`src/rtl/fcd_pkg.sv`:
```
package fcd_pkg;

  typedef enum logic [3:0] {
    S_READ, S_UNL1, S_UNL2, S_PROG, S_ERA1, S_ERA2, S_ERA3,
    S_WIN, S_BPROG, S_BEXIT
  } fcd_state_e;

  localparam logic [11:0] UNL_ADDR1 = 12'h555;
  localparam logic [11:0] UNL_ADDR2 = 12'h2AA;

  localparam logic [7:0] C_UNL1   = 8'hAA;
  localparam logic [7:0] C_UNL2   = 8'h55;
  localparam logic [7:0] C_PROG   = 8'hA0;
  localparam logic [7:0] C_ERASE  = 8'h80;
  localparam logic [7:0] C_CHIP   = 8'h10;
  localparam logic [7:0] C_SECT   = 8'h30;
  localparam logic [7:0] C_IDENT  = 8'h90;
  localparam logic [7:0] C_BYPASS = 8'h20;
  localparam logic [7:0] C_RESET  = 8'hF0;
  localparam logic [7:0] C_SUSP   = 8'hB0;
  localparam logic [7:0] C_BEXIT  = 8'h00;

  // Identification word for a bank offset
  function automatic logic [15:0] fcd_id_word(input logic [7:0] off,
                                              input logic locked,
                                              input logic top_boot);
    logic [15:0] w;
    case (off)
      8'h00:   w = 16'h0001;
      8'h01:   w = 16'h227E;
      8'h02:   w = {15'd0, locked};
      8'h0E:   w = top_boot ? 16'h2222 : 16'h2223;
      8'h0F:   w = top_boot ? 16'h2200 : 16'h2201;
      default: w = 16'h0000;
    endcase
    return w;
  endfunction

endpackage

```
`src/rtl/fcd_win_timer.sv`:
```
module fcd_win_timer #(
  parameter int WIN_CYC = 8
) (
  input  logic clk,
  input  logic rst_n,
  input  logic load,
  input  logic clear,
  output logic run,
  output logic expire
);
  localparam int CW = $clog2(WIN_CYC + 1);

  logic [CW-1:0] cnt;

  assign expire = run && (cnt == '0);

  always_ff @(posedge clk or negedge rst_n) begin
    if (!rst_n) begin
      cnt <= '0;
      run <= 1'b0;
    end else if (load) begin
      cnt <= CW'(WIN_CYC - 1);
      run <= 1'b1;
    end else if (clear || expire) begin
      run <= 1'b0;
    end else if (run) begin
      cnt <= cnt - 1'b1;
    end
  end
endmodule

```
`src/rtl/fcd_id_rom.sv`:
```
module fcd_id_rom
  import fcd_pkg::*;
#(
  parameter int DATA_W   = 16,
  parameter int OFF_W    = 8,
  parameter bit TOP_BOOT = 1'b1
) (
  input  logic              id_mode,
  input  logic [OFF_W-1:0]  rd_off,
  input  logic              sect_locked,
  output logic [DATA_W-1:0] id_data
);
  logic [15:0] word;

  always_comb begin
    word    = fcd_id_word(8'(rd_off), sect_locked, TOP_BOOT);
    id_data = id_mode ? DATA_W'(word) : '0;
  end
endmodule

```
`src/rtl/fcd_seq.sv`:
```
module fcd_seq
  import fcd_pkg::*;
#(
  parameter int ADDR_W   = 21,
  parameter int DATA_W   = 16,
  parameter int UNLOCK_W = 12
) (
  input  logic              clk,
  input  logic              rst_n,
  input  logic              wr_en,
  input  logic [ADDR_W-1:0] wr_addr,
  input  logic [DATA_W-1:0] wr_data,
  input  logic              busy,
  input  logic              win_expire,
  output logic              win_load,
  output logic              win_clear,
  output logic              in_window,
  output logic              susp,
  output logic              erase_act,
  output logic              op_prog,
  output logic              op_chip_erase,
  output logic              op_sect_mark,
  output logic              op_sect_erase,
  output logic              op_suspend,
  output logic              op_resume,
  output logic [ADDR_W-1:0] op_addr,
  output logic [DATA_W-1:0] op_data,
  output logic              id_mode
);
  fcd_state_e st;
  logic       bypass, busy_q;

  logic [7:0]          cmd;
  logic [UNLOCK_W-1:0] lo;
  logic                hit1, hit2, is_susp, is_resume, cmd_ok, is_reset;

  always_comb begin
    cmd       = wr_data[7:0];
    lo        = wr_addr[UNLOCK_W-1:0];
    hit1      = (lo == UNLOCK_W'(UNL_ADDR1)) && (cmd == C_UNL1);
    hit2      = (lo == UNLOCK_W'(UNL_ADDR2)) && (cmd == C_UNL2);
    is_susp   = wr_en && (cmd == C_SUSP) && erase_act && !susp;
    is_resume = wr_en && (cmd == C_SECT) && susp;
    cmd_ok    = wr_en && !is_susp && !is_resume && !busy;
    is_reset  = (cmd == C_RESET) && (st != S_PROG) && (st != S_BPROG);
    win_load  = cmd_ok && !is_reset && (cmd == C_SECT) &&
                ((st == S_ERA3) || (st == S_WIN));
    win_clear = cmd_ok && (st == S_WIN) && !win_load;
    in_window = (st == S_WIN);
  end

  always_ff @(posedge clk or negedge rst_n) begin
    if (!rst_n) begin
      st            <= S_READ;
      bypass        <= 1'b0;
      busy_q        <= 1'b0;
      susp          <= 1'b0;
      erase_act     <= 1'b0;
      id_mode       <= 1'b0;
      op_prog       <= 1'b0;
      op_chip_erase <= 1'b0;
      op_sect_mark  <= 1'b0;
      op_sect_erase <= 1'b0;
      op_suspend    <= 1'b0;
      op_resume     <= 1'b0;
      op_addr       <= '0;
      op_data       <= '0;
    end else begin
      busy_q        <= busy;
      op_prog       <= 1'b0;
      op_chip_erase <= 1'b0;
      op_sect_mark  <= 1'b0;
      op_sect_erase <= 1'b0;
      op_suspend    <= 1'b0;
      op_resume     <= 1'b0;
      if (busy_q && !busy && !susp) erase_act <= 1'b0;

      if (is_susp) begin
        op_suspend <= 1'b1;
        susp       <= 1'b1;
      end else if (is_resume) begin
        op_resume <= 1'b1;
        susp      <= 1'b0;
      end else if (cmd_ok && is_reset) begin
        st      <= S_READ;
        id_mode <= 1'b0;
        bypass  <= 1'b0;
      end else if (cmd_ok) begin
        st <= S_READ;
        unique case (st)
          S_READ: begin
            if (bypass) begin
              if (cmd == C_PROG)       st <= S_BPROG;
              else if (cmd == C_IDENT) st <= S_BEXIT;
            end else if (hit1) st <= S_UNL1;
          end
          S_UNL1: if (hit2) st <= S_UNL2;
          S_UNL2: begin
            if (cmd == C_PROG)        st <= S_PROG;
            else if (cmd == C_ERASE)  st <= S_ERA1;
            else if (cmd == C_IDENT)  id_mode <= 1'b1;
            else if (cmd == C_BYPASS) bypass <= 1'b1;
          end
          S_PROG, S_BPROG: begin
            op_prog <= 1'b1;
            op_addr <= wr_addr;
            op_data <= wr_data;
          end
          S_ERA1: if (hit1) st <= S_ERA2;
          S_ERA2: if (hit2) st <= S_ERA3;
          S_ERA3, S_WIN: begin
            if (win_load) begin
              st           <= S_WIN;
              op_sect_mark <= 1'b1;
              op_addr      <= wr_addr;
            end else if ((st == S_ERA3) && (cmd == C_CHIP) &&
                         (lo == UNLOCK_W'(UNL_ADDR1))) begin
              op_chip_erase <= 1'b1;
              erase_act     <= 1'b1;
            end
          end
          S_BEXIT: if (cmd == C_BEXIT) bypass <= 1'b0;
          default: st <= S_READ;
        endcase
      end else if ((st == S_WIN) && win_expire) begin
        st            <= S_READ;
        op_sect_erase <= 1'b1;
        erase_act     <= 1'b1;
      end
    end
  end
endmodule

```
`src/rtl/flash_cmd_decoder.sv`:
```
module flash_cmd_decoder #(
  parameter int ADDR_W   = 21,
  parameter int DATA_W   = 16,
  parameter int OFF_W    = 8,
  parameter int UNLOCK_W = 12,
  parameter int WIN_CYC  = 8,
  parameter bit TOP_BOOT = 1'b1
) (
  input  logic              clk,
  input  logic              rst_n,
  input  logic              wr_en,
  input  logic [ADDR_W-1:0] wr_addr,
  input  logic [DATA_W-1:0] wr_data,
  input  logic              busy,
  input  logic [OFF_W-1:0]  rd_off,
  input  logic              sect_locked,
  output logic              op_prog,
  output logic              op_chip_erase,
  output logic              op_sect_mark,
  output logic              op_sect_erase,
  output logic              op_suspend,
  output logic              op_resume,
  output logic [ADDR_W-1:0] op_addr,
  output logic [DATA_W-1:0] op_data,
  output logic              id_mode,
  output logic [DATA_W-1:0] id_data
);
  logic win_load, win_clear, win_expire, win_run, in_window;
  logic susp, erase_act;

  fcd_seq #(.ADDR_W(ADDR_W), .DATA_W(DATA_W), .UNLOCK_W(UNLOCK_W)) u_seq (
    .clk(clk), .rst_n(rst_n), .wr_en(wr_en), .wr_addr(wr_addr),
    .wr_data(wr_data), .busy(busy), .win_expire(win_expire),
    .win_load(win_load), .win_clear(win_clear), .in_window(in_window),
    .susp(susp), .erase_act(erase_act), .op_prog(op_prog),
    .op_chip_erase(op_chip_erase), .op_sect_mark(op_sect_mark),
    .op_sect_erase(op_sect_erase), .op_suspend(op_suspend),
    .op_resume(op_resume), .op_addr(op_addr), .op_data(op_data),
    .id_mode(id_mode)
  );

  fcd_win_timer #(.WIN_CYC(WIN_CYC)) u_win (
    .clk(clk), .rst_n(rst_n), .load(win_load), .clear(win_clear),
    .run(win_run), .expire(win_expire)
  );

  fcd_id_rom #(.DATA_W(DATA_W), .OFF_W(OFF_W), .TOP_BOOT(TOP_BOOT)) u_id (
    .id_mode(id_mode), .rd_off(rd_off), .sect_locked(sect_locked),
    .id_data(id_data)
  );
endmodule

```
`config.mk`:
```
export PLATFORM = sky130hd
export DESIGN_NAME = flash_cmd_decoder
export DESIGN_NICKNAME = d
export VERILOG_FILES = /design/src/rtl/fcd_pkg.sv /design/src/rtl/fcd_win_timer.sv /design/src/rtl/fcd_id_rom.sv /design/src/rtl/fcd_seq.sv /design/src/rtl/flash_cmd_decoder.sv
export SDC_FILE = /design/constraint.sdc
export NUM_CORES = 1
export LEC_CHECK = 0
export ABC_AREA = 1
export ABC_CLOCK_PERIOD_IN_PS = 3720
export BUFFER_PORTS_ARGS = -buffer_cell sky130_fd_sc_hd__buf_4
export CAP_MARGIN = 0
export CORE_MARGIN = 2
export CORE_UTILIZATION = 35
export CTS_CLUSTER_SIZE = 16
export DETAILED_ROUTE_END_ITERATION = 7
export GPL_ROUTABILITY_DRIVEN = 0
export HOLD_SLACK_MARGIN = 0.12
export PLACE_DENSITY_LB_ADDON = 0.25
export SYNTH_ARGS = -nofsm -noshare
export SYNTH_HDL_FRONTEND = slang
export SYNTH_SLANG_ARGS = --single-unit
```
`constraint.sdc`:
```
create_clock -name clk -period 3.72 [get_ports clk]
set_clock_uncertainty 0.05 [all_clocks]
set_input_delay 0.372 -clock clk [delete_from_list [all_inputs] [get_ports clk]]
set_output_delay 0.372 -clock clk [all_outputs]
set_load 0.02 [all_outputs]
```
; ---- Word-level counts from Yosys, hierarchy flattened
; Cells that the tools add are included.
[word_totals]
input_bits = 50
reg_bits = 57
out_inout_bits = 60
elab_cells = 183
[classes]
n_reduce_logical = 53
eq_ne = 36
addsub = 1
n_mux = 74
bitwise_logic = 3
[ops]
columns = op, count
row1 = case mux 14 bit (5 select lines), 1
row2 = two-way mux 1 bit, 53
row3 = equality test 8 bit (second input constant), 6
row4 = case mux 21 bit (2 select lines), 1
row5 = two-way mux 4 bit, 10
row6 = logical AND 1 bit, 24
row7 = case mux 4 bit (6 select lines), 1
row8 = two-way mux 21 bit, 1
row9 = equality test 4 x 3 -> 1 bit (second input constant), 4
row10 = equality test 8 x 4 -> 1 bit (second input constant), 2
row11 = equality test 8 x 6 -> 1 bit (second input constant), 2
row12 = logical NOT 8 bit, 2
row13 = two-way mux 14 bit, 1
row14 = nonzero test 2 bit, 7
row15 = equality test 12 x 10 -> 1 bit (second input constant), 1
row16 = equality test 12 x 11 -> 1 bit (second input constant), 1
row17 = two-way mux 3 bit, 4
row18 = != test 3 x 2 -> 1 bit (second input constant), 3
row19 = AND reduction 9 bit, 1
row20 = equality test 4 x 2 -> 1 bit (second input constant), 2
row21 = equality test 4 bit (second input constant), 2
row22 = equality test 8 x 1 -> 1 bit (second input constant), 1
row23 = equality test 8 x 2 -> 1 bit (second input constant), 1
row24 = equality test 8 x 5 -> 1 bit (second input constant), 1
row25 = other kinds (21), 35

; ---- Depth between registers and ports, before layout
; Gate-level depths: netlist (run 1).
[logic_depth]
word_depth = 17
ltp_mapped = 12
ltp_nobuf = 11

; ---- Hierarchy
; Synthesis (run 1) repeated with hierarchy kept, for this count alone.
[hier_totals]
hier_cells = 405
hier_area_um2 = 3201.8
[modules_own_cells]
columns = mod, cells_per_inst, area_per_inst_um2, instances, seq_area_each_um2
row1 = fcd_seq, 331, 2698.8, 1, 1301.2
row2 = fcd_win_timer, 40, 306.5, 1, 125.1
row3 = fcd_id_rom, 34, 196.4, 1, 0.0

; ---- Least setup slack after synthesis (run 1)
; Ideal clock, no wire load.
[synth_path]
path_type = input port to output port
start = input rd_off[3]
end = output id_data[3]
cell_stages = 8
path_buffers = 1
required_time_ns = 3.298
arrival_ns = 2.026
path_slack_ns = 1.272
path_cell_list = nor2_1 -> inv_1 -> nor3b_1 -> o21ai_0 -> nor2_1 -> inv_1 -> a21oi_1 -> buf_4
[synth_via]
elab_chain_cells = 3
elab_cells_between_ends = 7
classes_between = 4 x eq/ne / 2 x mux / 1 x reduce/logical
[synth_lines]
columns = element, line_no
row1 = "start, declared", flash_cmd_decoder.sv:15  ; input logic [OFF_W-1:0] rd_off,
row2 = "equality test 8 x 4 -> 1 bit, or another cell as far along", fcd_pkg.sv:28  ; case (off)
row3 = case mux 14 bit (5 select lines) *, fcd_pkg.sv:28
row4 = two-way mux 14 bit *, fcd_id_rom.sv:17  ; id_data = id_mode ? DATA_W'(word) : '0;
row5 = "end, declared", flash_cmd_decoder.sv:26  ; output logic [DATA_W-1:0] id_data
; Mark *: on every way between the ends. The rest lies on a longest branch, timed or not.

; ---- Worst setup path after layout (run 1)
[layout_path]
start = input busy
end = register u_seq.op_addr[17]
[layout_via]
elab_chain_cells = 7
elab_cells_between_ends = 9
classes_between = 1 x eq/ne / 1 x bitwise / 7 x reduce/logical
[layout_lines]
columns = element, line_no
row1 = "start, declared", flash_cmd_decoder.sv:14  ; input logic busy,
row2 = logical NOT 1 bit *, fcd_seq.sv:44  ; cmd_ok = wr_en && !is_susp && !is_resume && !busy;
row3 = logical AND 1 bit *, fcd_seq.sv:44
row4 = logical AND 1 bit (3 in a row), fcd_seq.sv:46  ; win_load = cmd_ok && !is_reset && (cmd == C_SECT) &&
row5 = != test 2 x 1 -> 1 bit (no source line), --
row6 = AND reduction 6 bit (no source line) *, --
row7 = "end signal, assigned", fcd_seq.sv:106  ; op_addr <= wr_addr;
row8 = "end signal, assigned", fcd_seq.sv:115  ; op_addr <= wr_addr;
row9 = "end, declared", fcd_seq.sv:26  ; output logic [ADDR_W-1:0] op_addr,
; Marked as above.
; A chain may end at the register's enable or synchronous reset.

==> summary.txt, run 1 <==
Finish
  • Layout cells sized above 1: 0.284
  • Final net count: 536
  • # diodes: 0
  • Area growth, synth to finish: 34.2%

Clocking
  • Clk pin slew, worst setup/hold paths: ~70 ps
  • Clock latency at the later pin of the worst-skew pair: between 300 and 400 ps
  • TritonCTS clock tree: built
  • CTS Buf Count: 9
  • Clk root buf: clkbuf_8
  • Max H-tree Level: 3
  • Clock Path Buffers: 2
  • Setup bufs post-CTS: 0
  • Clock Sinks: 57

Power and ir drop
  • Power density cells: approximately 380 mW/mm^2
  • Comb pwr share: 0.136
  • Leakage power: approximately 2.2 nW
  • Clock Power Share: 0.423
  • Worst vdd ir: between 100 and 150 uV
  • Net Sw Frac: 0.264
  • Switching power: around 400 uW
  • Sequential share of power: 0.441
  • Internal power: approximately 1.1 mW

Yosys
  • Post-synth ARST share: 1.00
  • Yosys reg bits: 57
  • Primary FF master, synth: dfrtp_1
  • Synth top area cells: dfrtp_1 (48%), nand2_1 (17%), nand3_1 (6.6%), nor2_1 (4.6%), inv_1 (4.1%)
  • Distinct cells, synth: 29
  • Top cells by count, synth: nand2_1 (131), dfrtp_1 (57), nand3_1 (39), nor2_1 (36), inv_1 (32)
  • Largest area contributor in the netlist: dfrtp_1
  • Register area share after synthesis: 0.484
  • Synth Instances: 384
  • Cell with the most instances after synthesis: nand2_1
  • Yosys top cell area share: 0.484
  • EDFF count, synth: 0
  • Ys Warns: 0
  • Post-synthesis average cell area: approximately 7.7 um^2
  • Mapped Area: approximately 0.0029 mm^2

Worst setup path
  • Buf+Inv Stages, Crit Path: 3
  • Startpoint types: input pin
  • Worst-path fanout max: 29
  • CP arrival: roughly 3000 ps
  • CP Cell Sequence: dlygate4sd3_1 > buf_4 > nor2_1 > inv_1 > nor2_4 > nand3_2 > nand2_1 > nand2_1 > nand2_1
  • Critical Path RT: roughly 3900 ps
  • Worst Setup End Kind: flop
  • CP max stage cell: nand2_1
  • Critical path's most frequent cell: nand2_1
  • Cell class contributing the biggest share of worst-path delay: simple AND/OR/NAND/NOR gates
  • Slowest stage delay, CP: around 800 ps
  • Critical path type: in -> reg
  • R2r setup slk: 940 ps

Floorplan
  • Rows: 33
  • Core ar.: between 0.008 and 0.009 mm^2
  • Io pins: 110
  • Initial core utilization: 0.360
  • Die width: roughly 96 um
  • Die footprint: 0.00916 mm^2
  • Die Ht: around 96 um

STA
  • Worst Tran Pin Value: between 700 and 800 ps
  • FMAX: approximately 360 MHz
  • Final Hold Viols: 0
  • Setup TNS: 0 ps
  • Setup violators final: 0
  • RSZ-0062 raised after global routing: no
  • Fin crit period: ~2800 ps
  • Worst slew margin: 0.520
  • Slew Limit Fails: 0
  • Tcrit/Tclk final: 0.757
  • Worst hold slack: roughly 170 ps

Detailed routing
  • Drt via density: around 4.7
  • DRC Markers: 0
  • Post-route ant nets: 0
  • Via count: 2771
  • WL per Instance: 12.4 um
  • DR iter-0 viols: ~110
  • Drt first pass iters: 4
  • Drt total wl: 7340 um

Placed design
  • PortBufs: approximately 100
  • DP Wirelength: roughly 5300 um

Global route
  • Initial antenna violation count: 0
  • Global Route Usage Sum: 0.172
  • Vias in the first global route: ~2700
  • Largest net degree at the start of global routing: 58
  • First-pass GRT wire length: 12000 um
  • Grt total ovfl: 0

Status
  • Status: finished, final reports clean

Job
  • Max-capacitance violation count: 0

Hold path
  • Worst hold path type: in -> reg
[per-layer routing]
metal  GRT usage  routed length [um]  vias to the layer above
li1            -                   -                     1393
met1       0.214                3270                     1264
met2       0.272                3300                      104
met3      0.0595                 650                       10
met4      0.0702                 127                        0
met5           0                   0                        -
[power groups by stage]
stage | registers [mW] | logic, mW | clock network (mW)
6_report | 0.669 | 0.206 | 0.643
5_1_grt | 0.673 | 0.244 | 0.689
4_1_cts | 0.669 | 0.209 | 0.659
3_5_place_dp | 0.680 | 0.206 | 0
3_3_place_gp | 0.680 | 0.201 | 0
2_1_floorplan | 0.676 | 0.132 | 0
[placed cells by master (no fill, tap or decap), types with 4 or more instances in the layout]
cell / instances
nand4_1: 7
o21ai_0: 8
nand3_1: 39
conb_1: 7
nand2_1: 131
clkbuf_8: 9
nor2_1: 36
o21ai_1: 5
nor3_1: 11
a21oi_1: 4
inv_1: 32
dfrtp_1: 57
inv_2: 8
nand2_2: 4
buf_4: 103
[state kept, by name, indices dropped and copies added, names as in the netlist]
| name | count |
|---|---|
| u_win.run | 1 |
| u_seq.id_mode | 1 |
| u_seq.op_data | 16 |
| u_seq.op_resume | 1 |
| u_seq.op_addr | 21 |
| u_seq.busy_q | 1 |
| u_win.cnt | 4 |
| u_seq.op_suspend | 1 |
| u_seq.erase_act | 1 |
| u_seq.op_sect_erase | 1 |
| u_seq.st | 4 |
| u_seq.op_sect_mark | 1 |
| u_seq.susp | 1 |
| u_seq.bypass | 1 |
| u_seq.op_prog | 1 |
| u_seq.op_chip_erase | 1 |
[kinds of logic (layout without fill, tap and decap cells)]
logic type / Yosys count / after routing / share of synthesized area
simple gates: 238 / 238 / 0.350
buf+inv: 62 / 161 / 0.105
flops: 57 / 57 / 0.484
compound gates: 22 / 22 / 0.0451
fa+ha+maj: 2 / 2 / 0.00850
xor+xnor: 2 / 2 / 0.00595
other cells: 1 / 7 / 0.00127
[worst register-to-register path, delay by kind of cell, from the launching register on]
| family | cells | cell delay [ps] |
|---|---|---|
| compound gates | 1 | 110 |
| buf+inv | 1 | 40 |
| flops | 1 | 430 |
| simple gates | 7 | 2090 |
[final timing paths]
check	start	end	depth (start not counted)
worst min-delay path	wr_data[14]	u_seq.op_data[14]$_DFFE_PN0P_	3
worst max register to register	u_seq.st[1]$_DFFE_PN0P_	u_seq.op_addr[17]$_DFFE_PN0P_	9
worst min register to register	u_seq.op_data[3]$_DFFE_PN0P_	u_seq.op_data[3]$_DFFE_PN0P_	2
worst max-delay path	busy	u_seq.op_addr[17]$_DFFE_PN0P_	9
max in group asynchronous	rst_n	u_seq.op_suspend$_DFF_PN0_	2
min in group asynchronous	rst_n	u_seq.op_prog$_DFF_PN0_	2
[layout make-up]
cell class	count	area, um^2
fill	806	4220
inverter	40	150
clock inverter	7	95.1
tap	105	131
multi-input combinational	271	1230
sequential	57	1430
clock buffer	9	124
timing repair buffer	105	793
[metrics by stage]
step                      cells  total power [mW]  worst slack [ps]  cell area [um^2]  utilization
final                       594              1.52               905              3950        0.483
after global routing        594              1.61               619              3950        0.483
after CTS                   594              1.54               857              3950        0.483
after detailed placement    576             0.886               898              3710        0.454
after global placement      576             0.881               934              3710        0.454
after floorplan             390             0.807              1270              2970            -
[what timing repair did]
item,CTS,global route
gates resized for setup,0,0
hold endpoints to repair,58,0
hold buffers,2,0
Note: power is estimated with default switching activity, not from simulation.
==> run 2, diff against run 1 <==
- ABC_CLOCK_PERIOD_IN_PS: 3720 -> 2450
- clock period: 3.72 -> 2.45 ns (I/O delays scaled with it)
==> run 2 against run 1 <==
Non-clock buffer count up 35. Largest power group is now clock. Critical path depth up 4. Largest cell class unchanged. Total power up 62%. Cell area up 9.4%. Sequential power up 51%. Clock power up 70%.
==> summary.txt, run 2 (synthesis gave the netlist of run 1 again) <==
Clocking
  • Clock Path Buffers: 2
  • Setup bufs post-CTS: 0
  • Max H-tree Level: 3
  • CTS Buf Count: 9
  • TritonCTS clock tree: built
  • Clock latency at the later pin of the worst-skew pair: between 300 and 400 ps
  • Clk pin slew, worst setup/hold paths: approximately 70 ps
  • Clock Sinks: 57
  • Clk root buf: clkbuf_8

Finish
  • Multi-input logic area: approximately 0.0012 mm^2
  • Commonest cells after routing, fill and taps aside: nand2_1 (130), buf_4 (105), dfrtp_1 (57)
  • Finished Layout Cells: roughly 630
  • Max reg flops: 21
  • Area growth, synth to finish: 46.9%
  • Top reg by flops: u_seq.op_addr
  • Fin util: 0.529
  • Layout cells sized above 1: 0.269
  • Register Area: approximately 0.0014 mm^2
  • Commonest non-fill, non-tap cell in the layout: nand2_1
  • Final net count: ~570
  • # fillers: ~770
  • Biggest regs: u_seq.op_addr x21, u_seq.op_data x16
  • # diodes: 0

Worst setup path
  • Critical Path RT: 2630 ps
  • Startpoint types: input pin
  • Critical path type: in -> reg
  • Worst Setup End Kind: flop
  • CP arrival: roughly 2400 ps
  • Worst-path fanout max: 28

Placed design
  • DP Worst Slack: 321 ps
  • DP Wirelength: between 5000 and 6000 um
  • PortBufs: just over 100
  • Placed Cells: around 580

Power and ir drop
  • Leakage power: about 2.4 nW
  • Power density cells: between 500 and 600 mW/mm^2
  • Clock Power Share: 0.443
  • Comb pwr share: 0.144
  • Switching power: about 600 uW
  • Sequential share of power: 0.412
  • Net Sw Frac: 0.243
  • Worst vdd ir: 274 uV
  • Internal power: 1.86 mW

Floorplan
  • Die Ht: approximately 96 um
  • Die footprint: slightly above 0.009 mm^2
  • Io pins: between 100 and 150
  • Rows: 33
  • Core ar.: 0.00818 mm^2
  • Initial core utilization: 0.360
  • Die width: 95.7 um

STA
  • Worst hold slack: roughly 150 ps
  • Worst setup margin: 212 ps
  • RSZ-0062 raised after global routing: no
  • FMAX: around 450 MHz
  • Final Hold Viols: 0
  • Worst Tran Pin Value: approximately 700 ps
  • Worst slew margin: 0.519
  • Tcrit/Tclk final: 0.913
  • Fin crit period: between 2000 and 2500 ps
  • Setup TNS: 0 ps
  • Slew Limit Fails: 0
  • Setup violators final: 0

Detailed routing
  • Post-route ant nets: 0
  • Via count: 2899
  • Drt first pass iters: 4
  • WL per Instance: between 10 and 15 um
  • Drt via density: between 4 and 5
  • DRC Markers: 0
  • DR iter-0 viols: approximately 110
  • Drt total wl: slightly below 8000 um

Global route
  • Vias in the first global route: 2889
  • Largest net degree at the start of global routing: between 50 and 60
  • Initial antenna violation count: 0
  • First-pass GRT wire length: 13200 um
  • Global Route Usage Sum: 0.188
  • Grt total ovfl: 0

Status
  • Status: finished, final reports clean

Job
  • Max-capacitance violation count: 0

Hold path
  • Worst hold path type: in -> reg
## run 2: cell types whose count changed in the layout (fill, tap and decap cells not counted), sizes merged
cell         change
dlygate4sd3     +33
buf              +2
bufinv           +1
clkinv           -3
clkbuf           +2
## run 2: power by group through the flow
stage / logic (mW) / registers, mW / clock network [mW]
after floorplan: 0.200 / 1.03 / 0
after global routing: 0.416 / 1.02 / 1.16
after global placement: 0.306 / 1.03 / 0
final: 0.355 / 1.01 / 1.09
after CTS: 0.358 / 1.01 / 1.11
after detailed placement: 0.313 / 1.03 / 0
## run 2: stage by stage
step / power (mW) / instance area, um^2
6_report: 2.46 / 4320
5_1_grt: 2.60 / 4320
4_1_cts: 2.48 / 4320
3_5_place_dp: 1.34 / 3730
3_3_place_gp: 1.34 / 3730
2_1_floorplan: 1.23 / 2970
## run 2: final timing paths
| path | from | end | slack, ps | depth (start not counted) |
|---|---|---|---|---|
| max | wr_data[1] | u_win.cnt[3]$_DFFE_PN0P_ | 210 | 13 |
| min | wr_data[7] | u_seq.op_data[7]$_DFFE_PN0P_ | 150 | 3 |
| max reg2reg | u_seq.st[1]$_DFFE_PN0P_ | u_win.cnt[0]$_DFFE_PN0P_ | 520 | 11 |
| min reg2reg | u_seq.op_data[15]$_DFFE_PN0P_ | u_seq.op_data[15]$_DFFE_PN0P_ | 440 | 2 |
| max in group asynchronous | rst_n | u_seq.busy_q$_DFF_PN0_ | 1410 | 2 |
| min in group asynchronous | rst_n | u_seq.op_prog$_DFF_PN0_ | 450 | 2 |
## run 2: area by class of cell
class	count	share of cell area
Clock buffer	11	0.0327
Timing Repair Buffer	140	0.263
Multi-Input combinational cell	271	0.285
Inverter	40	0.0347
Tap cell	105	0.0304
Sequential cell	57	0.330
Clock inverter	5	0.0237
## run 2: routing by layer
layer,up-vias,wire [um],part of all wire,GRT usage
met4,0,139,0.018,0.0762
met2,108,3630,0.46,0.307
met1,1312,3520,0.45,0.235
met3,12,603,0.076,0.0540
met5,-,0,0,0
li1,1467,-,-,-
## run 2: worst max-delay path, cell delays in order
cell           delay, ps
dlygate4sd3_1        530
buf_4                140
nor2_1               240
nand2_2              140
inv_2                120
nand3_2              100
nand2_2              110
nor2_4                70
nand3_2               70
buf_4                320
o21ai_4              150
nand3_1               90
nand2_1               60
## run 2: timing repair
item	in CTS	in global routing
hold buffers	35	0
hold endpoints to repair	91	0
gates resized for setup	0	1
endpoints found under the setup margin	0	20
